[src/rtl/sync_bringup_pkg.sv]
package sync_bringup_pkg;

  typedef enum logic [3:0] {
    ST_IDLE,
    ST_WR_DIV_ARM,
    ST_PULSE_A,
    ST_WR_DIV_DISARM,
    ST_WR_CLK_ON,
    ST_PULSE_B,
    ST_CHECK,
    ST_WR_CLK_OFF,
    ST_DONE,
    ST_ERR
  } seq_state_e;

  typedef enum logic [1:0] {
    ERR_NONE    = 2'd0,
    ERR_ALARM   = 2'd1,
    ERR_TIMEOUT = 2'd2
  } err_code_e;

  typedef enum logic [1:0] {
    WS_DIV_ARM,
    WS_DIV_DISARM,
    WS_CLK_ON,
    WS_CLK_OFF
  } wr_step_e;

  localparam int MODE_BIT    = 0;
  localparam int DIVRST_BIT  = 1;
  localparam int CLKSYNC_BIT = 0;

endpackage

[src/rtl/sync_bringup_wr.sv]
module sync_bringup_wr
  import sync_bringup_pkg::*;
#(
  parameter int ADDR_W      = 8,
  parameter int DATA_W      = 16,
  parameter int ACK_TIMEOUT = 64,
  parameter logic [ADDR_W-1:0] PLL_ADDR = 8'h18,
  parameter logic [ADDR_W-1:0] CLK_ADDR = 8'h00
) (
  input  logic              clk_i,
  input  logic              rst_ni,
  input  logic              req_i,
  input  logic              ack_i,
  input  wr_step_e          step_i,
  output logic [ADDR_W-1:0] addr_o,
  output logic [DATA_W-1:0] data_o,
  output logic              xfer_o,
  output logic              timeout_o
);

  localparam int CNT_W = $clog2(ACK_TIMEOUT + 1);
  localparam logic [CNT_W-1:0] LAST = CNT_W'(ACK_TIMEOUT - 1);

  logic [CNT_W-1:0] wait_q;

  assign xfer_o    = req_i && ack_i;
  assign timeout_o = req_i && !ack_i && (wait_q == LAST);

  always_ff @(posedge clk_i or negedge rst_ni) begin
    if (!rst_ni)                           wait_q <= '0;
    else if (!req_i || ack_i || timeout_o) wait_q <= '0;
    else                                   wait_q <= wait_q + 1'b1;
  end

  always_comb begin
    addr_o = PLL_ADDR;
    data_o = '0;
    unique case (step_i)
      WS_DIV_ARM: begin
        data_o[MODE_BIT]   = 1'b1;
        data_o[DIVRST_BIT] = 1'b1;
      end
      WS_DIV_DISARM: data_o[MODE_BIT] = 1'b1;
      WS_CLK_ON: begin
        addr_o              = CLK_ADDR;
        data_o[CLKSYNC_BIT] = 1'b1;
      end
      WS_CLK_OFF: addr_o = CLK_ADDR;
      default: ;
    endcase
  end

  // wait counter never passes the timeout limit
  assert_wait_bound_R10: assert property (@(posedge clk_i) disable iff (!rst_ni)
    wait_q <= LAST);

  // counter only runs across a held, unacknowledged request
  assert_wait_held_R9: assert property (@(posedge clk_i) disable iff (!rst_ni)
    (wait_q != '0) |-> $past(req_i) && !$past(ack_i));

endmodule

[src/rtl/sync_bringup_pulse.sv]
module sync_bringup_pulse #(
  parameter int LEN_W   = 4,
  parameter int DEF_LEN = 4
) (
  input  logic             clk_i,
  input  logic             rst_ni,
  input  logic             en_i,
  input  logic [LEN_W-1:0] len_i,
  output logic             sync_o,
  output logic             fin_o
);

  logic [LEN_W-1:0] cnt_q;
  logic [LEN_W-1:0] eff_len;

  assign eff_len = (len_i == '0) ? LEN_W'(DEF_LEN) : len_i;
  assign sync_o  = en_i && (cnt_q < eff_len);
  assign fin_o   = en_i && (cnt_q == eff_len);

  always_ff @(posedge clk_i or negedge rst_ni) begin
    if (!rst_ni)            cnt_q <= '0;
    else if (!en_i || fin_o) cnt_q <= '0;
    else                    cnt_q <= cnt_q + 1'b1;
  end

  // pulse is high from the first enabled cycle
  assert_pulse_start_R4: assert property (@(posedge clk_i) disable iff (!rst_ni)
    $rose(en_i) |-> sync_o);

  // a pulse ends with its low cycle, never by dropping the enable
  assert_pulse_whole_R4: assert property (@(posedge clk_i) disable iff (!rst_ni)
    sync_o |=> en_i);

endmodule

[src/rtl/sync_bringup_seq.sv]
module sync_bringup_seq
  import sync_bringup_pkg::*;
#(
  parameter int ADDR_W      = 8,
  parameter int DATA_W      = 16,
  parameter int LEN_W       = 4,
  parameter int DEF_LEN     = 4,
  parameter int ACK_TIMEOUT = 64,
  parameter logic [ADDR_W-1:0] PLL_ADDR = 8'h18,
  parameter logic [ADDR_W-1:0] CLK_ADDR = 8'h00
) (
  input  logic              clk_i,
  input  logic              rst_ni,
  input  logic              start_i,
  input  logic [LEN_W-1:0]  sync_len_i,
  input  logic              alarm_i,
  input  logic              wr_ack_i,
  output logic              wr_req_o,
  output logic [ADDR_W-1:0] wr_addr_o,
  output logic [DATA_W-1:0] wr_data_o,
  output logic              sync_o,
  output logic              busy_o,
  output logic              done_o,
  output logic              err_o,
  output logic [1:0]        err_code_o
);

  seq_state_e       state_q, state_d;
  err_code_e        code_q, code_d;
  logic [LEN_W-1:0] len_q;
  wr_step_e         step;
  logic             wr_xfer, wr_tmo, pulse_en, pulse_fin, accept;

  always_comb begin
    step = WS_DIV_ARM;
    unique case (state_q)
      ST_WR_DIV_DISARM: step = WS_DIV_DISARM;
      ST_WR_CLK_ON:     step = WS_CLK_ON;
      ST_WR_CLK_OFF:    step = WS_CLK_OFF;
      default:          step = WS_DIV_ARM;
    endcase
  end

  assign wr_req_o = (state_q == ST_WR_DIV_ARM) || (state_q == ST_WR_DIV_DISARM) ||
                    (state_q == ST_WR_CLK_ON)  || (state_q == ST_WR_CLK_OFF);
  assign pulse_en = (state_q == ST_PULSE_A) || (state_q == ST_PULSE_B);
  assign done_o   = (state_q == ST_DONE);
  assign err_o    = (state_q == ST_ERR);
  assign busy_o   = !(state_q == ST_IDLE || done_o || err_o);
  assign accept   = start_i && !busy_o;
  assign err_code_o = code_q;

  sync_bringup_wr #(
    .ADDR_W(ADDR_W), .DATA_W(DATA_W), .ACK_TIMEOUT(ACK_TIMEOUT),
    .PLL_ADDR(PLL_ADDR), .CLK_ADDR(CLK_ADDR)
  ) u_wr (
    .clk_i, .rst_ni,
    .req_i(wr_req_o), .ack_i(wr_ack_i), .step_i(step),
    .addr_o(wr_addr_o), .data_o(wr_data_o),
    .xfer_o(wr_xfer), .timeout_o(wr_tmo)
  );

  sync_bringup_pulse #(.LEN_W(LEN_W), .DEF_LEN(DEF_LEN)) u_pulse (
    .clk_i, .rst_ni,
    .en_i(pulse_en), .len_i(len_q),
    .sync_o(sync_o), .fin_o(pulse_fin)
  );

  always_comb begin
    state_d = state_q;
    code_d  = code_q;
    if (accept) begin
      state_d = ST_WR_DIV_ARM;
      code_d  = ERR_NONE;
    end else if (wr_req_o && wr_tmo) begin
      state_d = ST_ERR;
      code_d  = ERR_TIMEOUT;
    end else begin
      unique case (state_q)
        ST_WR_DIV_ARM:    if (wr_xfer)   state_d = ST_PULSE_A;
        ST_PULSE_A:       if (pulse_fin) state_d = ST_WR_DIV_DISARM;
        ST_WR_DIV_DISARM: if (wr_xfer)   state_d = ST_WR_CLK_ON;
        ST_WR_CLK_ON:     if (wr_xfer)   state_d = ST_PULSE_B;
        ST_PULSE_B:       if (pulse_fin) state_d = ST_CHECK;
        ST_CHECK: begin
          if (alarm_i) begin
            state_d = ST_ERR;
            code_d  = ERR_ALARM;
          end else begin
            state_d = ST_WR_CLK_OFF;
          end
        end
        ST_WR_CLK_OFF:    if (wr_xfer)   state_d = ST_DONE;
        default: ;
      endcase
    end
  end

  always_ff @(posedge clk_i or negedge rst_ni) begin
    if (!rst_ni) begin
      state_q <= ST_IDLE;
      code_q  <= ERR_NONE;
      len_q   <= '0;
    end else begin
      state_q <= state_d;
      code_q  <= code_d;
      if (accept) len_q <= sync_len_i;
    end
  end

  // an unacknowledged request holds address and data
  assert_req_hold_R9: assert property (@(posedge clk_i) disable iff (!rst_ni)
    wr_req_o && !wr_ack_i && !wr_tmo |=>
      wr_req_o && $stable(wr_addr_o) && $stable(wr_data_o));

  // timeout aborts the write into the timeout error
  assert_tmo_abort_R10: assert property (@(posedge clk_i) disable iff (!rst_ni)
    wr_tmo |=> err_o && !wr_req_o && (err_code_o == ERR_TIMEOUT));

  // alarm at the check stops the run without a further write
  assert_alarm_stop_R7: assert property (@(posedge clk_i) disable iff (!rst_ni)
    (state_q == ST_CHECK) && alarm_i |=> err_o && !wr_req_o && (err_code_o == ERR_ALARM));

  // status flags exclusive
  assert_flags_excl_R11: assert property (@(posedge clk_i) disable iff (!rst_ni)
    !(done_o && err_o));

  // an error always carries a cause
  assert_err_code_R7: assert property (@(posedge clk_i) disable iff (!rst_ni)
    err_o |-> (err_code_o != ERR_NONE));

  // pulse and write never overlap
  assert_sync_excl_R12: assert property (@(posedge clk_i) disable iff (!rst_ni)
    !(sync_o && wr_req_o));

  // a start while busy leaves the run in progress
  assert_busy_start_R2: assert property (@(posedge clk_i) disable iff (!rst_ni)
    start_i && busy_o && !wr_tmo && !(state_q == ST_CHECK && alarm_i) |=> busy_o || done_o);

endmodule

[config.mk]
export PLATFORM = sky130hd
export DESIGN_NAME = sync_bringup_seq
export DESIGN_NICKNAME = d
export VERILOG_FILES = /design/src/rtl/sync_bringup_pkg.sv /design/src/rtl/sync_bringup_wr.sv /design/src/rtl/sync_bringup_pulse.sv /design/src/rtl/sync_bringup_seq.sv
export SDC_FILE = /design/constraint.sdc
export NUM_CORES = 1
export LEC_CHECK = 0
export ABC_AREA = 0
export BUFFER_PORTS_ARGS = -buffer_cell sky130_fd_sc_hd__buf_2
export CAP_MARGIN = 20
export CORE_ASPECT_RATIO = 1.1
export CORE_MARGIN = 2
export CORE_UTILIZATION = 45
export DETAILED_ROUTE_END_ITERATION = 10
export GPL_ROUTABILITY_DRIVEN = 0
export GPL_TIMING_DRIVEN = 0
export PLACE_DENSITY = 0.72
export SYNTH_ARGS = -nofsm -noshare
export SYNTH_HDL_FRONTEND = slang
export SYNTH_HIERARCHICAL = 1
export SYNTH_SLANG_ARGS = --single-unit
[constraint.sdc]
create_clock -name clk_i -period 3.3 [get_ports clk_i]
set_clock_uncertainty 0.05 [all_clocks]
set_input_delay 0.165 -clock clk_i [delete_from_list [all_inputs] [get_ports clk_i]]
set_output_delay 0.165 -clock clk_i [all_outputs]
set_load 0.05 [all_outputs]
# After elaboration in Yosys (flattened, before gate mapping)
# Cells that the tools add are included.
# totals
ff_bits	21
in_bits	9
wordCells	79
# classes
n_addsub	2
order_cmp	1
n_eq_ne	20
muxes	21
n_reduce_logical	30
# ops
cell	count
$mux 4	11
$pmux 4 s7	1
$ne 4x2->1 const B	6
$eq 4x3->1 const B	4
$logic_or 1x1->1	9
$reduce_bool 9->1	1
$eq 4x2->1 const B	2
$eq 4x4->1 const B	2
$logic_not 4->1	2
$mux 2	4
$add 7x1->7 const B	1
$eq 7x6->1 const B	1
$logic_and 1x1->1	7
$mux 7	1
$reduce_and 7->1	1
$pmux 2 s3	1
$reduce_bool 3->1	2
$mux 5	1
$add 4x1->4 const B	1
$eq 2x2->1 const B	2
$eq 4x1->1 const B	1
$eq 4x4->1	1
$logic_not 1->1	4
$lt 4x4->1	1
6 further kinds	7

# Depth between registers and ports, before layout
# Gate-level depths: netlist (run 1).
# logic_depth
word_depth	9
ltp_mapped	11

# Hierarchy
# The synthesis (run 1) kept the hierarchy.
# modules_own_cells
module	n_inst	cells_each	area_per_inst_um2	seq_area_each_um2
sync_bringup_seq	1	71	675.6	250.2
sync_bringup_wr	1	56	489.2	175.2
sync_bringup_pulse	1	31	271.5	100.1

# Least setup slack after synthesis (run 1)
# Ideal clock, no wire load.
# synth_path
path_type	flip-flop to flip-flop
from	reg state_q[2]
to	reg state_q[0]
setup_ps	124
arrival_time_ps	2833
required_ps	3126
slack_ps	293
stages_incl_launch_ff	11
n_path_buf	1
synth_period_minus_slack_ps	3007
path_cell_list	dfrtp_1 -> buf_2 -> and2b_1 -> xnor2_1 -> nor2_1 -> nand2b_1 -> nor3_1 -> or2_1 -> a221oi_2 -> o41a_1 -> a211o_1
# synth_between
elab_chain_len	9
# synth_rtl
element	line_no	rtl
start: declaration	sync_bringup_seq.sv:28	seq_state_e state_q, state_d;
start signal: assignment	sync_bringup_seq.sv:105	state_q <= state_d;
$eq 4x1->1 / $eq 4x2->1 (equally long branches)	sync_bringup_seq.sv:44	assign wr_req_o = (state_q == ST_WR_DIV_ARM) || (state_q == ST_WR_DIV_DISARM) ||
$logic_or 1x1->1 (2 in a row)	sync_bringup_seq.sv:44	
$logic_or 1x1->1 *	sync_bringup_seq.sv:45	(state_q == ST_WR_CLK_ON) || (state_q == ST_WR_CLK_OFF);
net wr_req_o	sync_bringup_seq.sv:18	output logic wr_req_o,
$logic_and 1x1->1 * (2 in a row)	sync_bringup_wr.sv:27	assign timeout_o = req_i && !ack_i && (wait_q == LAST);
net wr_tmo	sync_bringup_seq.sv:32	logic wr_xfer, wr_tmo, pulse_en, pulse_fin, accept;
$logic_and 1x1->1 *	sync_bringup_seq.sv:75	end else if (wr_req_o && wr_tmo) begin
$reduce_bool 9->1 (no source line) (tied with other cells)	-	
$reduce_and 7->1 (no source line) / $mux 4 (equally long branches)	-	
# The timed path passes the listed nets; every way through them passes the cells marked *.
# A chain may end at the register's enable or synchronous reset.

# Final worst setup path (run 1)
# layout_path
from	reg state_q[2]
to	reg state_q[0]
# layout_between
elab_chain_len	9
# layout_rtl
element	line_no
$eq 4x1->1 / $eq 4x2->1 (equally long branches)	sync_bringup_seq.sv:44
$logic_or 1x1->1 (2 in a row)	sync_bringup_seq.sv:44
$logic_or 1x1->1 *	sync_bringup_seq.sv:45
$logic_and 1x1->1 * (2 in a row)	sync_bringup_wr.sv:27
net wr_tmo	sync_bringup_seq.sv:32
$logic_and 1x1->1 *	sync_bringup_seq.sv:75
$reduce_bool 9->1 (no source line) (tied with other cells)	-
$reduce_and 7->1 (no source line) / $mux 4 (equally long branches)	-
# Marks and branches as above.

==> reports/results.ini, run 1 <==
[yosys]
yosys-top-cells-area = dfrtp_1 (37%), buf_4 (11%), ha_1 (5.2%)
ys_ff_latch = 21
yosys.area.top_type = dfrtp_1
ys_types = 40
netlist_instances = 158
yosysWarnings = 6
synth.top_cell.area_share_pct = 36.6
synth_seq_area_share_pct = 36.6
netlist_area_um2 = 1440
avgSynthCellArea_um2 = 9.09

[run]
drv_cap = 0

[clock_network]
cts_resized = 0
root_buffer = clkbuf_4
htree_levels = 1
worstSkewPairLatency_ns = 0.30
cts_tree = done
cts_buffers = 3
cts_sinks = 21
clk_pin_slew_ns = 0.12
cts_buffer_depth = 2

[setup_path]
path_cells = buf_2, and2b_1, xnor2_1, nor2_1, nand2b_1, nor3_1, or2_1, a221oi_2, nor2b_1, a211o_1
r2r_end = state_q[0]
end_kind = register
crit_arrival_ns = 2.79
path_max_fanout = 10
slowest_delay_ns = 0.44
reg2reg_slack_ns = 0.64
crit_start = state_q[2]
critPathLaunchType = register
worstSetupPathType = register to register
cp_data_required_time_ns = 3.43
slowest_stage = dfrtp_1
endpoint = state_q[0]
reg2reg_depth = 10
reg2reg_from = state_q[2]

[die]
coreArea_um2 = 3050
num_io_pins = 40
die_area_um2 = 3660
initial_core_util_pct = 47.1
fp.dieH_um = 63.3
rows = 21
die_w_um = 57.9

[placed_design]
dp_hpwl_mm = 2.14
numPortBuffers = 19

[cells_and_area]
fillerInstances = 294
drive_gt1_share_pct = 28.4
layout.nets = 217
area_delta_synth_final_pct = 17.2
antenna_cells = 0

[grt]
grt_max_degree = 22
grt_first_pass_wirelength_mm = 4.59
overflow = 0
grt_pass1_vias = 1077
antenna_found_initial = 0
use_met1_pct = 19.4
track_usage_pct = 15.6
top_usage_layer = met2
grt_util_met3_pct = 2.05
met2_usage_pct = 27.1

[power_and_ir_drop]
p_leak_nw = 0.875
peakVddDrop_v = 0.000214
powerDensity_nw_per_um2 = 270

[sta]
rsz0062_at_grt = false
fin_tns_setup_ns = 0
holdWs_ns = 0.0383
clock.fmax_mhz = 376
fin_crit_sh_pct = 80.6
setup_viol = 0
fin_crit_ns = 2.66
finalMaxSlewViolations = 0
hold_viol = 0

[detailed_routing]
drtIter0Drc = 33
vias = 1129
vias_per_cell = 4.80
ant_nets = 0
avgRoutedWirePerCell_um = 11.2
totalWireLength_mm = 2.63
firstDrtPassIters = 4
drc = 0

[hold_path]
hold_class = input port to register

[outcome]
outcome = completed

==> kinds of logic after synthesis <==
logic type	count (synthesis)	synth area share, %
AOI/OAI and AO/OA	22	11.7
muxes	4	3.14
DFF	21	36.6
adders and majority gates	6	5.23
and+or+nand+nor	59	21.2
other	1	0.261
xor gates and xnor gates	7	5.58
buffers and inverters	38	16.4
==> repair_timing <==
action / CTS / global route
buffers inserted: 0 / 0
endpoints found under the hold margin: 21 / 0
setup endpoints to repair: 0 / 0
hold buffers: 1 / 0
==> cell usage in the layout, fill, tap and decap left out, types with 6 or more instances in the layout <==
| cell | n |
|---|---|
| buf_4 | 22 |
| buf_2 | 21 |
| dfrtp_1 | 21 |
| conb_1 | 20 |
| nor2_1 | 16 |
| inv_1 | 10 |
| nand2_1 | 7 |
| nor3_1 | 7 |
| a21oi_1 | 7 |
| ha_1 | 6 |
==> per-layer routing <==
layer	share of wire, %	wire (um)
met1	43	1140
met2	52	1370
met3	3.6	95
met4	1.0	27
met5	0	0
==> flip-flops by register name, indices dropped and copies added (netlist names) <==
name,flops
u_wr/wait_q,7
len_q,4
state_q,4
u_pulse/cnt_q,4
err_code_o,2
==> synthesized netlist by cell type (all sizes together) <==
master	count
xor2	3
nand3b	2
and2	1
o211a	2
or2	2
ha	6
nor3b	2
a41o	1
nand2b	4
nand2	7
conb	1
buf	25
dfrtp	21
nand3	4
mux2	4
clkbuf	3
inv	10
a211o	1
nor3	7
and2b	1
a31oi	1
o21ai	4
nor4	1
nand4	2
o31ai	1
o21bai	1
xnor2	4
and3	4
o41a	2
nor2	18
a221oi	1
or3	2
a311oi	1
a21oi	7
nor2b	2
==> per-stage QoR <==
step                util [%]  cell area (um^2)  power (mW)  worst slack [ns]  cells
finish                  55.2              1680       0.454             0.642    235
global route            55.2              1680       0.476             0.459    235
global placement        54.0              1650       0.340             0.713    230
detailed placement      54.0              1650       0.340             0.690    230
floorplan                  -              1510       0.330             0.293    177
CTS                     55.2              1680       0.462             0.662    235
==> report_power, final <==
part	total, mW	switching [mW]	internal [mW]
clock	0.118	0.0729	0.0451
combinational	0.0793	0.0588	0.0205
sequential	0.257	0	0.257
==> worst min path at each step <==
stage / cells after the start / slack [ns] / endpoint / from
global placement: 1 / 0.09 / u_wr/wait_q[2] / rst_ni
detailed placement: 1 / 0.09 / u_wr/wait_q[3] / rst_ni
global route: 2 / 0.03 / len_q[2] / sync_len_i[2]
CTS: 2 / 0.02 / len_q[2] / sync_len_i[2]
finish: 2 / 0.04 / len_q[2] / sync_len_i[2]
floorplan: 0 / -0.18 / err_code_o[0] / rst_ni
==> layout make-up <==
| class | count | area [um^2] | area share, % |
|---|---|---|---|
| Buffer | 28 | 198 | 11.7 |
| Clock buffer | 3 | 22.5 | 1.34 |
| Clock inverter | 1 | 5.00 | 0.297 |
| Inverter | 10 | 37.5 | 2.23 |
| Multi-Input combinational cell | 118 | 747 | 44.4 |
| Sequential cell | 21 | 526 | 31.2 |
| Tap cell | 34 | 42.5 | 2.53 |
| Timing Repair Buffer | 20 | 105 | 6.25 |
==> worst max-delay path, delay by kind of cell, from the launching register on <==
kind | cells | cell delay (ns)
AO/OA/AOI/OAI | 2 | 0.69
XOR/XNOR | 1 | 0.22
buffers and inverters | 1 | 0.19
flip-flops | 1 | 0.44
AND/OR/NAND/NOR | 6 | 0.96
Power figures use the tool's default switching activity.
==> inputs of run 2 (changes only) <==
--- a/config.mk
+++ b/config.mk
@@ -5,7 +5,7 @@
 export SDC_FILE = /design/constraint.sdc
 export NUM_CORES = 1
 export LEC_CHECK = 0
-export ABC_AREA = 0
+export ABC_AREA = 1
 export BUFFER_PORTS_ARGS = -buffer_cell sky130_fd_sc_hd__buf_2
 export CAP_MARGIN = 20
 export CORE_ASPECT_RATIO = 1.1
@@ -14,7 +14,7 @@
 export DETAILED_ROUTE_END_ITERATION = 10
 export GPL_ROUTABILITY_DRIVEN = 0
 export GPL_TIMING_DRIVEN = 0
-export PLACE_DENSITY = 0.72
+export PLACE_DENSITY = 0.75
 export SYNTH_ARGS = -nofsm -noshare
 export SYNTH_HDL_FRONTEND = slang
 export SYNTH_HIERARCHICAL = 1
==> constraint.sdc (replaced) <==
create_clock -name clk_i -period 2.4 [get_ports clk_i]
set_clock_uncertainty 0.05 [all_clocks]
set_input_delay 0.12 -clock clk_i [delete_from_list [all_inputs] [get_ports clk_i]]
set_output_delay 0.12 -clock clk_i [all_outputs]
set_load 0.05 [all_outputs]
==> reports/results.ini, run 2 <==
[placed_design]
dp_hpwl_mm = 1.99
dp_cells = 264
numPortBuffers = 19
place_area_um2 = 1670

[clock_network]
root_buffer = clkbuf_4
worstSkewPairLatency_ns = 0.30
postCtsSetupBuffers = 0
clk_pin_slew_ns = 0.11
cts_sinks = 21
htree_levels = 1
cts_buffers = 3
cts_buffer_depth = 2
cts_tree = done

[run]
drv_cap = 0

[yosys]
ys_types = 28
yosys_most_used_dff = dfrtp_1
synth_top_family_by_area = simple AND/OR/NAND/NOR gates
yosysMostFrequentCell = nand2_1
synth_compound_area_share_pct = 6.76
ys_ff_latch = 21
synthArstFlopShare_pct = 100
synth-edff-count = 0
yosys-top-cells-area = dfrtp_1 (36%), buf_4 (11%), nand2_1 (10%)
avgSynthCellArea_um2 = 7.62
synth-simple-area-share_pct = 30.5
netlist_area_um2 = 1460
synth.top_cell.area_share_pct = 35.9
netlist_instances = 192
synthTopCellsByCount = nand2_1 (40), inv_1 (26), buf_4 (21), dfrtp_1 (21), nor2_1 (21)
synth_seq_area_share_pct = 35.9
yosysWarnings = 6
muxShareOfSynthArea_pct = 0
yosys.area.top_type = dfrtp_1
synth_fa_ha_area_share_pct = 5.13
synth_xor_area_share_pct = 2.40

[setup_path]
path_cells = nor2_2, nand2_1, nand3_2, inv_1, nor2_1, inv_1, nor3_2, inv_1, nand3_1, nand3_2, nand2_4, nand2_4, nor2_1, nor2_1
slowest_delay_ns = 0.48
reg2reg_from = state_q[3]
crit_arrival_ns = 2.27
crit_cells = 14
worstSetupPathType = register to register
cp_num_buf_inv = 3
reg2reg_slack_ns = 0.29
reg2reg_depth = 14
r2r_end = state_q[2]
critPathLaunchType = register
slowest_stage = dfrtp_1
end_kind = register
cp_top_family = simple AND/OR/NAND/NOR gates
path_max_fanout = 5
cp_data_required_time_ns = 2.56

[grt]
grt_max_degree = 22
track_usage_pct = 14.6
grt_pass1_vias = 1032
overflow = 0
grt_first_pass_wirelength_mm = 4.21
antenna_found_initial = 0

[hold_path]
min_to = u_wr/wait_q[6]
hp-start = wr_ack_i
whs_path_depth = 4
hold_class = input port to register

[sta]
finalMaxSlewViolations = 0
setup_viol = 0
clock.fmax_mhz = 473
fin_crit_sh_pct = 88.0
fin_crit_ns = 2.11
hold_viol = 0
fin_tns_setup_ns = 0
rsz0062_at_grt = false

[cells_and_area]
final_cell_mix = nand2_1 (40), inv_1 (26), dfrtp_1 (21), buf_4 (21)
fin_cells = 273
utilization_pct = 57.3
final_cell_area_um2 = 1760
drive_gt1_share_pct = 28.9
layout.nets = 255
final_common_cell = nand2_1
area_delta_synth_final_pct = 20.4
antenna_cells = 0
regMostFlops = u_wr/wait_q
largest_reg_flops = 7

[detailed_routing]
drc = 0
totalWireLength_mm = 2.48
vias = 1188
firstDrtPassIters = 4
ant_nets = 0
drtIter0Drc = 27
vias_per_cell = 4.35
avgRoutedWirePerCell_um = 9.07

[die]
initial_core_util_pct = 47.6
die_w_um = 58.4
fp.dieH_um = 63.8
die_area_um2 = 3720
num_io_pins = 40
coreArea_um2 = 3070
rows = 21

[power_and_ir_drop]
powerDensity_nw_per_um2 = 360
p_total_mw = 0.634
peakVddDrop_v = 0.000311
p_leak_nw = 0.950

[outcome]
outcome = completed

-- run 2: cell types whose count changed after synthesis, sizes merged, moves of 3 or more --
cell and change:
nand2b -4, nand3 +10, and3 -4, nor3 -3
nand2 +42, buf -4, mux2 -4, nor2 +7
inv +20
-- run 2: final cells by class --
class / count / area [um^2]
buffer: 22 / 161
clock buffer: 3 / 22.5
clock inverter: 1 / 5.00
fill: 304 / 1310
inverter: 31 / 116
multi-input combinational: 137 / 743
sequential: 21 / 526
tap: 34 / 42.5
timing repair buffer: 24 / 145
-- run 2: layer usage --
metal	vias up	part of all wire, %	GRT usage (%)
met2	31	44	22.9
li1	647	-	-
met5	-	0	0
met4	0	1.4	6.98
met3	4	5.8	1.42
met1	506	49	19.8
-- run 2: worst max-delay path by stage --
stage                      end  startpoint
floorplan           state_q[1]  state_q[3]
detailed placement  state_q[2]  state_q[3]
finish              state_q[2]  state_q[3]
global route        state_q[2]  state_q[3]
CTS                 state_q[2]  state_q[3]
global placement    state_q[2]  state_q[3]
-- run 2: where the power goes --
group          total [mW]  switching (mW)  internal (mW)
Combinational       0.113          0.0811         0.0321
Sequential          0.354               0          0.354
Clock               0.167           0.105         0.0622
Total               0.634           0.186          0.448
-- run 2: worst register-to-register path: stages (launching register included) --
cell     delay, ns
dfrtp_1       0.48
nor2_2        0.23
nand2_1       0.10
nand3_2       0.11
inv_1         0.05
nor2_1        0.20
inv_1         0.10
nor3_2        0.16
inv_1         0.07
nand3_1       0.09
nand3_2       0.08
nand2_4       0.09
nand2_4       0.06
nor2_1        0.10
nor2_1        0.05
-- run 2: kinds of logic (layout without fill, tap and decap cells) --
logic type               count (synthesis)  after routing
other                                    1             20
adder cells (fa/ha/maj)                  6              6
AO/OA/AOI/OAI                           12             12
AND/OR/NAND/NOR                         95             95
XOR/XNOR                                 4              4
buffers and inverters                   53             81
flip-flops                              21             21
-- run 2: through the flow --
stage	hold slack, ns	setup WS (ns)
floorplan	-0.226	0.178
global placement	0.0470	0.151
detailed placement	0.0479	0.147
CTS	0.0594	0.130
global route	0.0860	0.0473
finish	0.0856	0.287
-- run 2: what timing repair did --
action,4_1_cts,5_1_grt
gates resized for setup,0,3
hold endpoints to repair,25,0
setup endpoints to repair,0,4
hold buffers,5,0
